**src/rtl/uart_txb_pkg.sv**
```systemverilog
package uart_txb_pkg;
  localparam int unsigned TXB_CHAR_W = 8;
  localparam int unsigned TXB_DEPTH  = 64;

  typedef enum logic {
    TXB_MODE_HOLD = 1'b0,
    TXB_MODE_FIFO = 1'b1
  } txb_mode_e;

  typedef struct packed {
    logic push;
    logic pop;
    logic flush;
  } txb_ctl_t;
endpackage

```
**src/rtl/uart_txb_level.sv**
```systemverilog
module uart_txb_level
  import uart_txb_pkg::*;
#(
  parameter int unsigned DEPTH = TXB_DEPTH,
  parameter int unsigned CW    = $clog2(DEPTH + 1)
) (
  input  logic          clk,
  input  logic          rst_n,
  input  logic          wr_en,
  input  logic          rd_rdy,
  input  txb_mode_e     mode,
  input  logic          flush,
  output txb_ctl_t      ctl,
  output logic [CW-1:0] count,
  output logic [CW-1:0] count_nxt
);
  localparam logic [CW-1:0] CAP_FIFO = CW'(DEPTH);
  localparam logic [CW-1:0] CAP_HOLD = CW'(1);

  logic [CW-1:0] cap;
  logic          room;

  always_comb begin
    cap       = (mode == TXB_MODE_FIFO) ? CAP_FIFO : CAP_HOLD;
    room      = (count < cap);
    ctl.flush = flush;
    ctl.pop   = rd_rdy && (count != '0) && !flush;
    ctl.push  = wr_en && !flush && (room || ctl.pop);
    if (flush)
      count_nxt = '0;
    else if (ctl.push && !ctl.pop)
      count_nxt = count + CW'(1);
    else if (ctl.pop && !ctl.push)
      count_nxt = count - CW'(1);
    else
      count_nxt = count;
  end

  always_ff @(posedge clk or negedge rst_n) begin
    if (!rst_n) count <= '0;
    else        count <= count_nxt;
  end

  AST_NO_OVERFLOW: assert property (@(posedge clk) disable iff (!rst_n)
    count <= CAP_FIFO);
  AST_POP_EMPTY: assert property (@(posedge clk) disable iff (!rst_n)
    (count == '0 && rd_rdy && !wr_en) |=> (count == '0));
  AST_SAME_LEVEL: assert property (@(posedge clk) disable iff (!rst_n)
    (ctl.push && ctl.pop) |=> (count == $past(count)));
endmodule

```
**src/rtl/uart_txb_store.sv**
```systemverilog
module uart_txb_store
  import uart_txb_pkg::*;
#(
  parameter int unsigned DEPTH = TXB_DEPTH,
  parameter int unsigned W     = TXB_CHAR_W,
  parameter int unsigned AW    = (DEPTH > 1) ? $clog2(DEPTH) : 1
) (
  input  logic         clk,
  input  logic         rst_n,
  input  txb_ctl_t     ctl,
  input  logic [W-1:0] wr_data,
  output logic [W-1:0] rd_data
);
  localparam bit POW2 = ((1 << AW) == DEPTH);
  localparam logic [AW-1:0] LAST = AW'(DEPTH - 1);

  logic [W-1:0]  mem [DEPTH];
  logic [AW-1:0] wr_ptr, rd_ptr;
  logic [AW-1:0] wr_inc, rd_inc;

  generate
    if (POW2) begin : g_wrap_free
      always_comb begin
        wr_inc = wr_ptr + AW'(1);
        rd_inc = rd_ptr + AW'(1);
      end
    end else begin : g_wrap_cmp
      always_comb begin
        wr_inc = (wr_ptr == LAST) ? '0 : wr_ptr + AW'(1);
        rd_inc = (rd_ptr == LAST) ? '0 : rd_ptr + AW'(1);
      end
    end
  endgenerate

  always_ff @(posedge clk or negedge rst_n) begin
    if (!rst_n) begin
      wr_ptr <= '0;
      rd_ptr <= '0;
    end else if (ctl.flush) begin
      wr_ptr <= '0;
      rd_ptr <= '0;
    end else begin
      if (ctl.push) wr_ptr <= wr_inc;
      if (ctl.pop)  rd_ptr <= rd_inc;
    end
  end

  always_ff @(posedge clk) begin
    if (ctl.push) mem[wr_ptr] <= wr_data;
  end

  assign rd_data = mem[rd_ptr];

  AST_FLUSH_PTRS: assert property (@(posedge clk) disable iff (!rst_n)
    ctl.flush |=> (wr_ptr == rd_ptr));
endmodule

```
**src/rtl/uart_txb_req.sv**
```systemverilog
module uart_txb_req
  import uart_txb_pkg::*;
#(
  parameter int unsigned DEPTH = TXB_DEPTH,
  parameter int unsigned CW    = $clog2(DEPTH + 1)
) (
  input  logic          clk,
  input  logic          rst_n,
  input  logic [CW-1:0] count_nxt,
  input  txb_mode_e     mode,
  input  logic          irq_en,
  input  logic          dma_en,
  output logic          tx_req,
  output logic          tx_irq,
  output logic          tx_dma_req
);
  localparam logic [CW-1:0] HALF = CW'(DEPTH / 2);

  logic req_d;

  always_comb begin
    if (mode == TXB_MODE_FIFO) req_d = (count_nxt <= HALF);
    else                       req_d = (count_nxt == '0);
  end

  always_ff @(posedge clk or negedge rst_n) begin
    if (!rst_n) tx_req <= 1'b1;
    else        tx_req <= req_d;
  end

  assign tx_irq     = tx_req && irq_en;
  assign tx_dma_req = tx_req && dma_en && (mode == TXB_MODE_FIFO);

  AST_IRQ_GATE: assert property (@(posedge clk) disable iff (!rst_n)
    tx_irq |-> (irq_en && tx_req));
  AST_DMA_MODE: assert property (@(posedge clk) disable iff (!rst_n)
    tx_dma_req |-> (mode == TXB_MODE_FIFO));
endmodule

```
**src/rtl/uart_tx_buffer.sv**
```systemverilog
module uart_tx_buffer
  import uart_txb_pkg::*;
#(
  parameter int unsigned DEPTH = TXB_DEPTH,
  parameter int unsigned W     = TXB_CHAR_W
) (
  input  logic         clk,
  input  logic         rst_n,
  input  logic         wr_en,
  input  logic [W-1:0] wr_data,
  input  logic         fifo_mode,
  input  logic         fifo_reset,
  input  logic         irq_en,
  input  logic         dma_en,
  input  logic         shift_busy,
  output logic         tx_valid,
  output logic [W-1:0] tx_data,
  input  logic         tx_ready,
  output logic         tx_req,
  output logic         tx_irq,
  output logic         tx_dma_req,
  output logic         tx_empty
);
  localparam int unsigned CW = $clog2(DEPTH + 1);
  localparam int unsigned AW = (DEPTH > 1) ? $clog2(DEPTH) : 1;
  localparam logic [CW-1:0] HALF = CW'(DEPTH / 2);

  txb_mode_e     mode, mode_q;
  logic          flush;
  txb_ctl_t      ctl;
  logic [CW-1:0] count, count_nxt;

  assign mode = fifo_mode ? TXB_MODE_FIFO : TXB_MODE_HOLD;

  always_ff @(posedge clk or negedge rst_n) begin
    if (!rst_n) mode_q <= TXB_MODE_HOLD;
    else        mode_q <= mode;
  end

  assign flush = fifo_reset || (mode != mode_q);

  uart_txb_level #(.DEPTH(DEPTH), .CW(CW)) u_level (
    .clk       (clk),
    .rst_n     (rst_n),
    .wr_en     (wr_en),
    .rd_rdy    (tx_ready),
    .mode      (mode),
    .flush     (flush),
    .ctl       (ctl),
    .count     (count),
    .count_nxt (count_nxt)
  );

  uart_txb_store #(.DEPTH(DEPTH), .W(W), .AW(AW)) u_store (
    .clk     (clk),
    .rst_n   (rst_n),
    .ctl     (ctl),
    .wr_data (wr_data),
    .rd_data (tx_data)
  );

  uart_txb_req #(.DEPTH(DEPTH), .CW(CW)) u_req (
    .clk        (clk),
    .rst_n      (rst_n),
    .count_nxt  (count_nxt),
    .mode       (mode),
    .irq_en     (irq_en),
    .dma_en     (dma_en),
    .tx_req     (tx_req),
    .tx_irq     (tx_irq),
    .tx_dma_req (tx_dma_req)
  );

  assign tx_valid = (count != '0);
  assign tx_empty = (count == '0) && !shift_busy;

  AST_REQ_HALF: assert property (@(posedge clk) disable iff (!rst_n)
    (mode_q == TXB_MODE_FIFO) |-> (tx_req == (count <= HALF)));
  AST_REQ_HOLD: assert property (@(posedge clk) disable iff (!rst_n)
    (mode_q == TXB_MODE_HOLD) |-> (tx_req == !tx_valid));
  AST_FLUSH_CLEAR: assert property (@(posedge clk) disable iff (!rst_n)
    fifo_reset |=> (!tx_valid && tx_req));
  AST_MODE_FLUSH: assert property (@(posedge clk) disable iff (!rst_n)
    (mode != mode_q) |=> (!tx_valid && tx_req));
  AST_EMPTY_BUSY: assert property (@(posedge clk) disable iff (!rst_n)
    shift_busy |-> !tx_empty);
endmodule

```
**config.mk**
```make
export PLATFORM = sky130hd
export DESIGN_NAME = uart_tx_buffer
export DESIGN_NICKNAME = d
export VERILOG_FILES = /design/src/rtl/uart_txb_pkg.sv /design/src/rtl/uart_txb_level.sv /design/src/rtl/uart_txb_store.sv /design/src/rtl/uart_txb_req.sv /design/src/rtl/uart_tx_buffer.sv
export SDC_FILE = /design/constraint.sdc
export NUM_CORES = 1
export LEC_CHECK = 0
export BUFFER_PORTS_ARGS = -buffer_cell sky130_fd_sc_hd__buf_2
export CORE_MARGIN = 2
export CORE_UTILIZATION = 55
export CTS_BUF_LIST = sky130_fd_sc_hd__clkbuf_4 sky130_fd_sc_hd__clkbuf_8 sky130_fd_sc_hd__clkbuf_16
export CTS_CLUSTER_DIAMETER = 30
export DETAILED_ROUTE_END_ITERATION = 8
export PLACE_DENSITY = 0.72
export SYNTH_ARGS = -nofsm -noshare
export SYNTH_HDL_FRONTEND = slang
export SYNTH_SLANG_ARGS = --single-unit
export TNS_END_PERCENT = 50
```
**constraint.sdc**
```tcl
create_clock -name clk -period 3 [get_ports clk]
set_clock_uncertainty 0.2 [all_clocks]
set_input_delay 0.3 -clock clk [delete_from_list [all_inputs] [get_ports clk]]
set_output_delay 0.3 -clock clk [all_outputs]
set_load 0.03 [all_outputs]
```
# After elaboration in Yosys (flattened, before gate mapping)
# Memory sizes are Yosys's and may differ from the RTL's.
# Index checks and enable logic that the tools add are counted.
[totals]
out_inout_bits = 13
ff_bits = 21
n_memories = 1
word_cells = 46
ram_bits = 512
[classes]
magnitude_cmp = 2
muxes = 12
add_sub_neg = 4
eq_ne = 1
n_reduce_logical = 21
[memory_table]
columns = ["name", "depth", "word_bits", "rd", "rd_clocked_by_memory_dff", "wr", "line", "text"]
rows = [
  ["u_store.mem", 64, 8, 1, 0, 1, "uart_txb_store.sv:17", "logic [W-1:0] mem [DEPTH];"],
]
[ops]
columns = ["op", "n"]
rows = [
  ["7-bit 2-to-1 mux", 4],
  ["6-bit 2-to-1 mux", 4],
  ["7-bit zero test", 2],
  ["6-bit by 1-bit adder with 6-bit output (second input constant)", 2],
  ["1-bit logical AND", 10],
  ["7-bit by 1-bit adder with 7-bit output (second input constant)", 1],
  ["7-bit by 6-bit <= comparator with 1-bit output (second input constant)", 1],
  ["7-bit less-than comparator", 1],
  ["7-bit nonzero test", 1],
  ["7-bit by 1-bit subtractor with 7-bit output (second input constant)", 1],
  ["1-bit zero test", 4],
  ["1-bit 2-to-1 mux", 4],
  ["2-bit nonzero test", 2],
  ["1-bit logical OR", 2],
  ["1-bit != test", 1],
]

# Longest topological paths before layout
# Gate-level depths: netlist (run 1).
[depth]
depth_word = 14
mapped_depth = 10

# Cells and area by module
# A second synthesis (run 1) with hierarchy kept.
[hier_totals]
cells_unflattened = 1135
hier_area_um2 = 21609.5
[modules_own_cells]
columns = ["module", "cells_each", "area_each_um2", "seq_area_each_um2", "instances"]
rows = [
  ["uart_txb_store", 1040, 20794.9, 15675.0, 1],
  ["uart_txb_level", 78, 674.4, 175.2, 1],
  ["uart_txb_req", 10, 73.8, 26.3, 1],
  ["uart_tx_buffer", 7, 66.3, 25.0, 1],
]

# Worst setup path before layout (run 1)
# Ideal clock, no wire load.
[synth_path]
path_type = "register -> output"
from = "reg u_store.rd_ptr[0]"
to = "out tx_data[0]"
stages_incl_launch_ff = 6
path_slack_ns = -0.074
arrival_time_ns = 2.574
path_buffers = 2
path_cell_list = "dfrtp_1 > clkbuf_1 > clkbuf_1 > mux4_2 > mux4_2 > mux4_2"
[synth_between]
elab_chain_cells = 1
[synth_rtl]
columns = ["element", "line", "text"]
rows = [
  ["start: declaration", "uart_txb_store.sv:18", "logic [AW-1:0] wr_ptr, rd_ptr;"],
  ["start signal: assignment", "uart_txb_store.sv:44", "if (ctl.pop) rd_ptr <= rd_inc;"],
  ["memory 64 x 8 bit", "--", ""],
  ["end: declaration", "uart_tx_buffer.sv:17", "output logic [W-1:0] tx_data,"],
]
# Every way passes these cells.

# Worst setup path in the final report (run 1)
# Ends and elaborated chain as after synthesis.

==> results of run 1 <==
flip-flops by register name (all words and copies together) (netlist names):
signal / count
u_store.rd_ptr: 6
u_req.tx_req: 1
mode_q: 1
u_level.count: 7
u_store.wr_ptr: 6
u_store.mem: 512
placed cells by master, fill, tap and decap left out, drive strengths merged, types with 6 or more instances in the layout:
cell type / Yosys / layout
buf: 22 / 176
bufinv: 0 / 12
clkbuf: 31 / 115
clkinv: 0 / 36
clkinvlp: 0 / 9
dfrtp: 20 / 20
dlygate4sd3: 0 / 8
edfxtp: 512 / 512
ha: 6 / 6
inv: 7 / 23
mux4: 168 / 168
nand2: 21 / 21
nand3: 6 / 6
nand4: 6 / 6
nor2: 80 / 80
o21ai: 7 / 7
xor2: 7 / 7
cell usage after synthesis (2+ instances only):
cell / number
a21oi_1: 3
a41oi_1: 2
and2_1: 5
and3_1: 2
buf_1: 9
buf_2: 13
clkbuf_1: 31
dfrtp_1: 20
edfxtp_1: 512
ha_1: 6
inv_1: 7
mux2i_1: 4
mux4_2: 168
nand2_1: 21
nand3_1: 6
nand3b_1: 3
nand4_1: 6
nor2_1: 80
nor2b_1: 2
nor3_1: 3
nor4_1: 2
o21ai_0: 6
o22ai_1: 2
o31ai_1: 2
or2_2: 3
or3_1: 4
or3b_2: 2
or4_1: 2
xnor2_1: 2
xor2_1: 7
where the power goes:
group	leakage, nW	switching [mW]	internal (mW)
clock network	1.70	3.86	7.40
logic	2.22	0.328	0.221
registers	4.88	0.00921	8.18
total	8.80	4.20	15.8
through the flow:
step | std cells | hold slack [ps]
2_1_floorplan | 952 | -196
3_3_place_gp | 1578 | 103
3_5_place_dp | 1578 | 106
4_1_cts | 1775 | 1.41
5_1_grt | 1782 | 16.4
6_report | 1782 | 16.1
routing by layer:
layer / vias up / part of all wire, %
met1: 5763 / 38
met4: 2 / 3.2
met2: 553 / 51
li1: 4504 / -
met3: 108 / 7.9
met5: - / 0.036
cell type report:
type	instances	area (µm²)
flip-flops and latches	533	15900
clock buffers	114	2630
well taps	511	639
clock inverters	73	840
multi-input cells	359	4900
inverters	7	26.3
fillers	2099	10900
repair buffers	185	1700
worst register-to-register path: stages, from the launching register on:
cell and delay [ps]:
dfrtp_1 380, ha_1 190, or4_4 510, o22a_4 260, a21oi_4 220, buf_6 130
nand4_1 240, buf_4 250, nor2_4 120, buf_6 170
cell families after synthesis:
kind of cell,Yosys count,share of synthesized area [%]
flip-flops,533,75.8
buffers and inverters,60,1.15
AND/OR/NAND/NOR,147,3.23
adder cells (fa/ha/maj),6,0.358
multiplexers,172,18.2
XOR/XNOR,9,0.376
AO/OA/AOI/OAI,25,0.882
timing repair:
action / 4_1_cts / 5_1_grt
endpoints found under the hold margin: 74 / 0
gates resized for setup: 14 / 38
setup endpoints to repair: 250 / 205
buffers inserted: 2 / 6
hold buffers: 8 / 0
gates cloned: 0 / 1
pin swaps: 0 / 4
worst max path at each step:
stage | cells past startpoint | startpoint | end
6_report | 6 | u_store.rd_ptr[0] | tx_data[0]
5_1_grt | 6 | u_store.rd_ptr[0] | tx_data[0]
3_5_place_dp | 6 | u_store.rd_ptr[0] | tx_data[3]
3_3_place_gp | 6 | u_store.rd_ptr[0] | tx_data[1]
4_1_cts | 6 | u_store.rd_ptr[0] | tx_data[5]
2_1_floorplan | 7 | u_level.count[6] | u_store.mem[62][0]
==> reports/results.txt, run 1 <==
Sink Count = 533
die width = 199 µm
Buf/Inv on CP = 3
Final Max Tran Viols = 0
Synth Area per Inst = 22.0 µm²
CP Capture Type = output port
FF+latch count, synth = 533
drt initial violations = 1059
asr flop ratio synth = 3.94%
met3 Use GR = 6.24%
hold depth = 2
Hold Path Sink = u_store.mem[51][0]
Residual DRC = 0
clock slew at reported path FFs = 50 ps
Hold Crit Class = input pin to register
clk buf depth = 3
Slew @ Worst Pin = 1260 ps
final setup violation count = 8
clk root buf = clkbuf_16
status = complete, but fails checks
Final Util = 70.9%
met1 Usage GRT = 35.4%
HP Start = wr_data[0]
Setup TNS = -5720 ps
number of I/O pins = 30
leak pwr = 8.80 nW
Fmax achieved = 266 MHz
startpoint types = register
Crit Reg-Reg Endpoint = u_store.mem[63][3]
placed instance area = 0.0228 mm²
Total Routed Length = 50.5 mm
r2r worst-path depth = 9
Syn Std Cell Area = 0.0210 mm²
Yosys warnings = 0
Crit path max-delay family = multiplexers
largest net degree at the start of global routing = 65
total gr overflow = 0
failing checks = negative setup slack
die area = 0.0397 mm²
Top Usage Layer GRT = met2
antenna cells = 0
Vias/cell = 6.13
CTS tree = done
pre-CTS setup slack = -111 ps
Crit Path Max Fanout = 16
Die Y-Extent = 199 µm
Port Buffers = 29
worst r2r src = u_level.count[6]
GRT Overall Usage = 26.7%
Crit Path Category = register to output port
ys flop type = edfxtp_1
Num CTS Buffers = 100
Seq/Total Area, Yosys = 75.8%
Antenna Nets Post-Route = 0
Final WS setup = -756 ps
Crit-path slowest cell = mux4_2
RD Place Congestion = 0.818
crit-path most repeated cell = mux4_2
Net Count, Synth = 975
met2 Track Usage GR = 43.6%
RSZ-0062 raised after global routing = yes
min Tclk post-route = 3760 ps
dpl hpwl = 29.2 mm
Layout Cell Area excl Fill = 0.0266 mm²
pwr dens = 751 mW/mm²
Mapped Cells = 952
Yosys top cell by area = edfxtp_1
initial antenna violation count = 3
CP Data Arrival Time = 3260 ps
final net count = 1209
DR WL/cell = 28.3 µm
Hold Fails Final Rpt = 0
worst vdd ir = 0.558 mV
global-route wire length before repair = 74.9 mm
Max-cap violations = 0
slew margin rel. = 16.3%
drt pass-1 iters = 5
Pwr Total = 20.0 mW
Core ar. = 0.0376 mm²
H-tree lvl count = 3
data required time of the worst path = 2500 ps
Post-synth EDFFs = 512
Synth-to-Final Area Change = 27.0%
vias in the first global route = 11540
Synth top area share = 73.3%
CP max stage delay = 570 ps
flop2flop setup slack = 20 ps
Synth area leaders = edfxtp_1 73%, mux4_2 18%, dfrtp_1 2.4%
floorplan row count = 71
share of post-route cells with drive strength above 1 = 43.7%
vias after detailed routing = 10930
starting density of the core = 55.8%
Netlist cell types = 47
Clock Latency Late Sink = 620 ps
CP cell instances = buf_12 > buf_16 > mux4_2 > mux4_2 > mux4_2 > buf_2
Final Cycle Share = 125%
(Power assumes the default switching activity.)
==> run 2, diff against run 1 <==
--- a/config.mk
+++ b/config.mk
@@ -7,11 +7,11 @@
 export LEC_CHECK = 0
 export BUFFER_PORTS_ARGS = -buffer_cell sky130_fd_sc_hd__buf_2
 export CORE_MARGIN = 2
-export CORE_UTILIZATION = 55
+export CORE_UTILIZATION = 60
 export CTS_BUF_LIST = sky130_fd_sc_hd__clkbuf_4 sky130_fd_sc_hd__clkbuf_8 sky130_fd_sc_hd__clkbuf_16
 export CTS_CLUSTER_DIAMETER = 30
 export DETAILED_ROUTE_END_ITERATION = 8
-export PLACE_DENSITY = 0.72
+export PLACE_DENSITY = 0.74
 export SYNTH_ARGS = -nofsm -noshare
 export SYNTH_HDL_FRONTEND = slang
 export SYNTH_SLANG_ARGS = --single-unit
==> constraint.sdc (replaced) <==
create_clock -name clk -period 3.5 [get_ports clk]
set_clock_uncertainty 0.2 [all_clocks]
set_input_delay 0.35 -clock clk [delete_from_list [all_inputs] [get_ports clk]]
set_output_delay 0.35 -clock clk [all_outputs]
set_load 0.03 [all_outputs]
==> reports/results.txt, run 2 (synthesis results as in run 1) <==
status = complete, but fails checks
failing checks = negative setup slack
Crit path max-delay family = multiplexers
CP Data Arrival Time = 3330 ps (+70 ps)
slew margin rel. = 10.1% (-6.3 points)
metal2 WL = 28.5 mm (+11%)
crit-path most repeated cell = mux4_2
pwr dens = 640 mW/mm² (-15%)
RSZ-0062 raised after global routing = yes
worst setup path endpoint = tx_data[7]
Met3 Wirelength = 5.30 mm (+33%)
Crit-path slowest cell = mux4_2
clk buf depth = 3 (unchanged)
Crit Path Category = register to output port
clk root buf = clkbuf_16
starting density of the core = 60.9% (+5.1 points)
CTS tree = done
startpoint types = register
Crit Reg-Reg Endpoint = u_store.mem[14][4]
Clock Latency Late Sink = 610 ps (about the same)
floorplan row count = 68 (-4.2%)
GRT Overall Usage = 30.7% (+4.0 points)
global-route wire length before repair = 77.6 mm (+3.6%)
launch point of the worst path = u_store.rd_ptr[0]
vias after detailed routing = 11131 (+1.8%)
dpl hpwl = 28.2 mm (-3.4%)
largest registers = u_store.mem (512), u_level.count (7)
Antenna Nets Post-Route = 0 (unchanged)
share of post-route cells with drive strength above 1 = 40.7% (-3.0 points)
Max-cap violations = 0 (unchanged)
Final Util = 75.8% (+4.8 points)
CP max stage delay = 570 ps (about the same)
Synth-to-Final Area Change = 24.4%
drt pass-1 iters = 5 (unchanged)
CP cell instances = buf_12 > buf_12 > buf_16 > mux4_2 > mux4_2 > mux4_2 > buf_6
min Tclk post-route = 3880 ps
Hold Fails Final Rpt = 0 (unchanged)
Hold Crit Class = input pin to register
Buf/Inv on CP = 4 (+1)
Crit Path Max Fanout = 8 (-8)
Layout Cell Area excl Fill = 0.0261 mm² (-2.0%)
Core ar. = 0.0345 mm² (-8.3%)
total gr overflow = 0 (unchanged)
Sink Count = 533 (unchanged)
Final Max Tran Viols = 0 (unchanged)
Fmax achieved = 257 MHz
flop2flop setup slack = 280 ps (+260 ps)
Final WS setup = -385 ps (+371 ps)
drt initial violations = 1575 (+49%)
Num CTS Buffers = 92 (-8.0%)
Die Y-Extent = 191 µm (-4.2%)
RD Place Congestion = 0.806 (-1.5%)
number of I/O pins = 30 (unchanged)
Pwr Total = 16.7 mW (-16%)
CP Capture Type = output port
register with the most flip-flops = u_store.mem
Vias/cell = 6.63 (+8.0%)
Critical Path Stages = 7 (+1)
largest net degree at the start of global routing = 65 (unchanged)
max FFs per register = 512 (unchanged)
Port Buffers = 29 (unchanged)
vias in the first global route = 11399 (-1.2%)
commonest non-fill, non-tap cell in the layout = edfxtp_1
Total Routed Length = 55.7 mm (+10%)
DR top layer = met5
filler-free cell count of the finished design = 1680 (-5.7%)
final net count = 1171 (-3.1%)
worst r2r src = u_level.count[3]
r2r worst-path depth = 7 (-2)
placed instance area = 0.0224 mm² (-2.0%)
worst vdd ir = 0.517 mV (-7.2%)
leak pwr = 8.54 nW (-2.9%)
H-tree lvl count = 3 (unchanged)
data required time of the worst path = 2950 ps (+450 ps)
# placed instances = 1484 (-6.0%)
initial antenna violation count = 5 (+2)
die width = 191 µm (-4.2%)
Residual DRC = 0 (unchanged)
clock slew at reported path FFs = 50 ps (about the same)
final setup violation count = 8 (unchanged)
most frequent cells in the layout = 512 x edfxtp_1, 168 x mux4_2, 100 x clkbuf_16
Slew @ Worst Pin = 1350 ps (+94.1 ps)
M1 wire length = 19.8 mm (+3.1%)
Final Cycle Share = 111%
die area = 0.0365 mm² (-8.2%)
DR WL/cell = 33.2 µm (+17%)
## run 2: cell types whose count changed in the layout (fill, tap and decap cells not counted), sizes merged
cell,before,now
clkbuf,115,107
clkinv,36,35
diode,0,1
clkinvlp,9,11
inv,23,17
dlygate4sd3,8,2
bufinv,12,13
buf,176,147
## run 2: how the worst min path moves through the flow
| stage | slack, ps | cells past startpoint | endpoint | from |
|---|---|---|---|---|
| 3_5_place_dp | 180 | 1 | u_level.count[3] | rst_n |
| 3_3_place_gp | 180 | 1 | u_store.rd_ptr[0] | rst_n |
| 5_1_grt | 60 | 4 | u_level.count[0] | tx_ready |
| 2_1_floorplan | -150 | 0 | mode_q | rst_n |
| 4_1_cts | 40 | 3 | u_level.count[0] | wr_en |
| 6_report | 70 | 4 | u_level.count[0] | tx_ready |
## run 2: final cells by class
type | instances | area [µm²]
Antenna cell | 1 | 2.50
Tap cell | 455 | 569
Fill cell | 1762 | 8360
Clock buffer | 101 | 2420
Inverter | 7 | 26.3
Clock inverter | 69 | 792
Multi-Input combinational cell | 359 | 4840
Timing Repair Buffer | 155 | 1540
Sequential cell | 533 | 15900
## run 2: routing by layer
| layer | vias to the layer above | global-route usage (%) |
|---|---|---|
| li1 | 4414 | - |
| met1 | 5830 | 40.4 |
| met2 | 733 | 49.2 |
| met3 | 150 | 8.72 |
| met4 | 4 | 12.3 |
| met5 | - | 0 |
## run 2: worst reg2reg max path, stage by stage, from the launching register on
cell	delay [ps]
dfrtp_1	430
or4_1	690
o22a_4	310
a21oi_2	170
and2b_1	220
nand3_1	220
nor2_1	440
buf_4	260
## run 2: metrics by stage
stage / TNS (ps) / hold WS [ps] / setup WS, ps
floorplan: 0 / -146 / 376
finish: -2630 / 65.3 / -385
global placement: 0 / 176 / 306
global route: -2840 / 58.0 / -398
detailed placement: 0 / 180 / 274
CTS: -2620 / 40.5 / -346
## run 2: what timing repair did
action,4_1_cts,5_1_grt
buffers inserted,10,3
gates resized for setup,24,5
endpoints found under the setup margin,8,8
gates cloned,3,7
hold buffers,2,0
hold endpoints to repair,23,0
## run 2: report_power, final
group / switching (mW) / total [mW] / internal, mW
Clock: 3.22 / 9.20 / 5.98
Combinational: 0.294 / 0.484 / 0.190
Sequential: 0.00915 / 7.02 / 7.01
==> run 3, diff against run 2 <==
--- a/config.mk
+++ b/config.mk
@@ -6,6 +6,7 @@
 export NUM_CORES = 1
 export LEC_CHECK = 0
 export BUFFER_PORTS_ARGS = -buffer_cell sky130_fd_sc_hd__buf_2
+export CORE_ASPECT_RATIO = 1.4
 export CORE_MARGIN = 2
 export CORE_UTILIZATION = 60
 export CTS_BUF_LIST = sky130_fd_sc_hd__clkbuf_4 sky130_fd_sc_hd__clkbuf_8 sky130_fd_sc_hd__clkbuf_16
==> reports/results.txt, run 3 (synthesis results as in run 1) <==
status = complete, but fails checks
failing checks = negative setup slack
clock slew at reported path FFs = 50 ps (about the same)
largest registers = u_store.mem (512), u_level.count (7)
Residual DRC = 0 (unchanged)
Setup TNS = -2190 ps (+434 ps)
M1 wire length = 18.1 mm (-8.6%)
Crit Path Max Fanout = 7 (-1)
Vias/cell = 6.56 (-0.97%)
data required time of the worst path = 2950 ps (about the same)
Slew @ Worst Pin = 1340 ps (-7.14 ps)
Die Y-Extent = 225 µm (+18%)
r2r worst-path depth = 8 (+1)
sequential power share = 47.2% (+5.2 points)
initial antenna violation count = 1 (-4)
die width = 162 µm (-15%)
final net count = 1136 (-3.0%)
starting density of the core = 60.5% (-0.36 points)
pwr dens = 590 mW/mm² (-7.8%)
Clock Latency Late Sink = 590 ps (-20 ps)
min Tclk post-route = 3810 ps (-71.5 ps)
Crit Path Category = register to output port
drt pass-1 iters = 5 (unchanged)
vias in the first global route = 11035 (-3.2%)
Synth-to-Final Area Change = 19.9%
slew margin rel. = 10.5% (+0.48 points)
drt initial violations = 1178 (-25%)
worst r2r src = u_level.count[3]
leak pwr = 8.09 nW (-5.4%)
Switching Share = 20.6% (-0.45 points)
# placed instances = 1485 (+0.067%)
Met3 Wirelength = 3.38 mm (-36%)
vias after detailed routing = 10675 (-4.1%)
Sink Count = 533 (unchanged)
Crit Reg-Reg Endpoint = u_store.mem[14][6]
floorplan row count = 81 (+19%)
global-route wire length before repair = 74.6 mm (-3.9%)
CP Data Arrival Time = 3260 ps (-70 ps)
Fmax achieved = 262 MHz (+1.9%)
max FFs per register = 512 (unchanged)
CP Capture Type = output port
startpoint types = register
Internal = 11.8 mW (-11%)
H-tree lvl count = 3 (unchanged)
DR WL/cell = 31.7 µm (-4.5%)
Core ar. = 0.0347 mm² (+0.59%)
number of I/O pins = 30 (unchanged)
fill count = 1905 (+8.1%)
Final Cycle Share = 109% (-2.0 points)
Net Switching = 3.07 mW (-13%)
clk root buf = clkbuf_16
GRT Overall Usage = 29.1% (-1.6 points)
HP Start = fifo_reset
Max-cap violations = 0 (unchanged)
clock share of power = 49.7% (-5.4 points)
dpl hpwl = 27.8 mm (-1.4%)
hold depth = 5 (+1)
RD Place Congestion = 0.788 (-2.2%)
register with the most flip-flops = u_store.mem
pre-CTS setup slack = 105 ps (-169 ps)
metal2 WL = 28.3 mm (-0.50%)
Final WS setup = -313 ps (+71.5 ps)
Hold Path Sink = u_store.wr_ptr[0]
Final Max Tran Viols = 0 (unchanged)
Antenna Nets Post-Route = 0 (unchanged)
die area = 0.0365 mm² (about the same)
most frequent cells in the layout = 512 x edfxtp_1, 168 x mux4_2, 87 x buf_4
Hold Crit Class = input pin to register
share of post-route cells with drive strength above 1 = 38.3% (-2.4 points)
total gr overflow = 0 (unchanged)
largest net degree at the start of global routing = 65 (unchanged)
Num CTS Buffers = 70 (-24%)
clk buf depth = 3 (unchanged)
RSZ-0062 raised after global routing = yes
Combinational Power Share = 3.1% (+0.2 points)
final setup violation count = 8 (unchanged)
CTS tree = done
worst vdd ir = 0.412 mV (-20%)
Hold Fails Final Rpt = 0 (unchanged)
DR top layer = met5
commonest non-fill, non-tap cell in the layout = edfxtp_1
Port Buffers = 29 (unchanged)
filler-free cell count of the finished design = 1627 (-3.2%)
Total Routed Length = 51.5 mm (-7.6%)
flop2flop setup slack = 200 ps (-80 ps)
run 3: repair_timing:
action / in CTS / in global routing
hold endpoints to repair: 22 / 0
setup endpoints to repair: 8 / 73
cloned: 5 / 2
hold buffers: 2 / 0
buffers inserted: 5 / 0
gates resized for setup: 27 / 12
run 3: area by class of cell:
class / instances / area (µm²) / area share [%]
Clock buffer: 82 / 1890 / 7.53
Antenna cell: 2 / 5.00 / 0.0199
Inverter: 7 / 26.3 / 0.104
Multi-Input combinational cell: 359 / 4850 / 19.3
Tap cell: 456 / 571 / 2.27
Timing Repair Buffer: 142 / 1360 / 5.42
Sequential cell: 533 / 15900 / 63.3
Clock inverter: 46 / 539 / 2.14
run 3: how the worst max path moves through the flow:
stage	start	to	slack, ps	cells after the start
after floorplan	u_store.rd_ptr[0]	tx_data[0]	380	5
after global placement	fifo_mode	u_store.mem[2][3]	180	10
after detailed placement	fifo_mode	u_store.mem[2][3]	100	10
after CTS	u_store.rd_ptr[0]	tx_data[5]	-300	7
after global routing	u_store.rd_ptr[0]	tx_data[3]	-360	6
final	u_store.rd_ptr[0]	tx_data[7]	-310	7
run 3: through the flow:
stage	instance area (µm²)	utilization, %	hold slack (ps)	total power, mW
6_report	25200	72.6	87.4	14.8
5_1_grt	25100	72.6	110	15.2
4_1_cts	25100	72.4	72.9	14.9
3_5_place_dp	22400	64.6	187	7.55
3_3_place_gp	22400	64.6	164	7.54
2_1_floorplan	21000	-	-146	7.34
run 3: per-layer routing:
metal  vias up  GRT usage (%)
met2       565           51.0
met4         2           10.7
met1      5685           37.0
met5         -              0
met3        89           4.86
li1       4334              -
run 3: critical path, cell delays in order, from the launching register on:
cell and delay (ps):
dfrtp_4 450, buf_12 180, buf_12 130, buf_16 130, mux4_2 520, mux4_2 580
mux4_2 530, buf_6 160
run 3: power by group through the flow:
stage | Sequential (mW) | Clock [mW] | Combinational (mW)
after detailed placement | 7.14 | 0 | 0.409
final | 7.01 | 7.38 | 0.454
after global placement | 7.14 | 0 | 0.399
after global routing | 7.01 | 7.70 | 0.482
after CTS | 7.01 | 7.40 | 0.448
after floorplan | 7.14 | 0 | 0.202
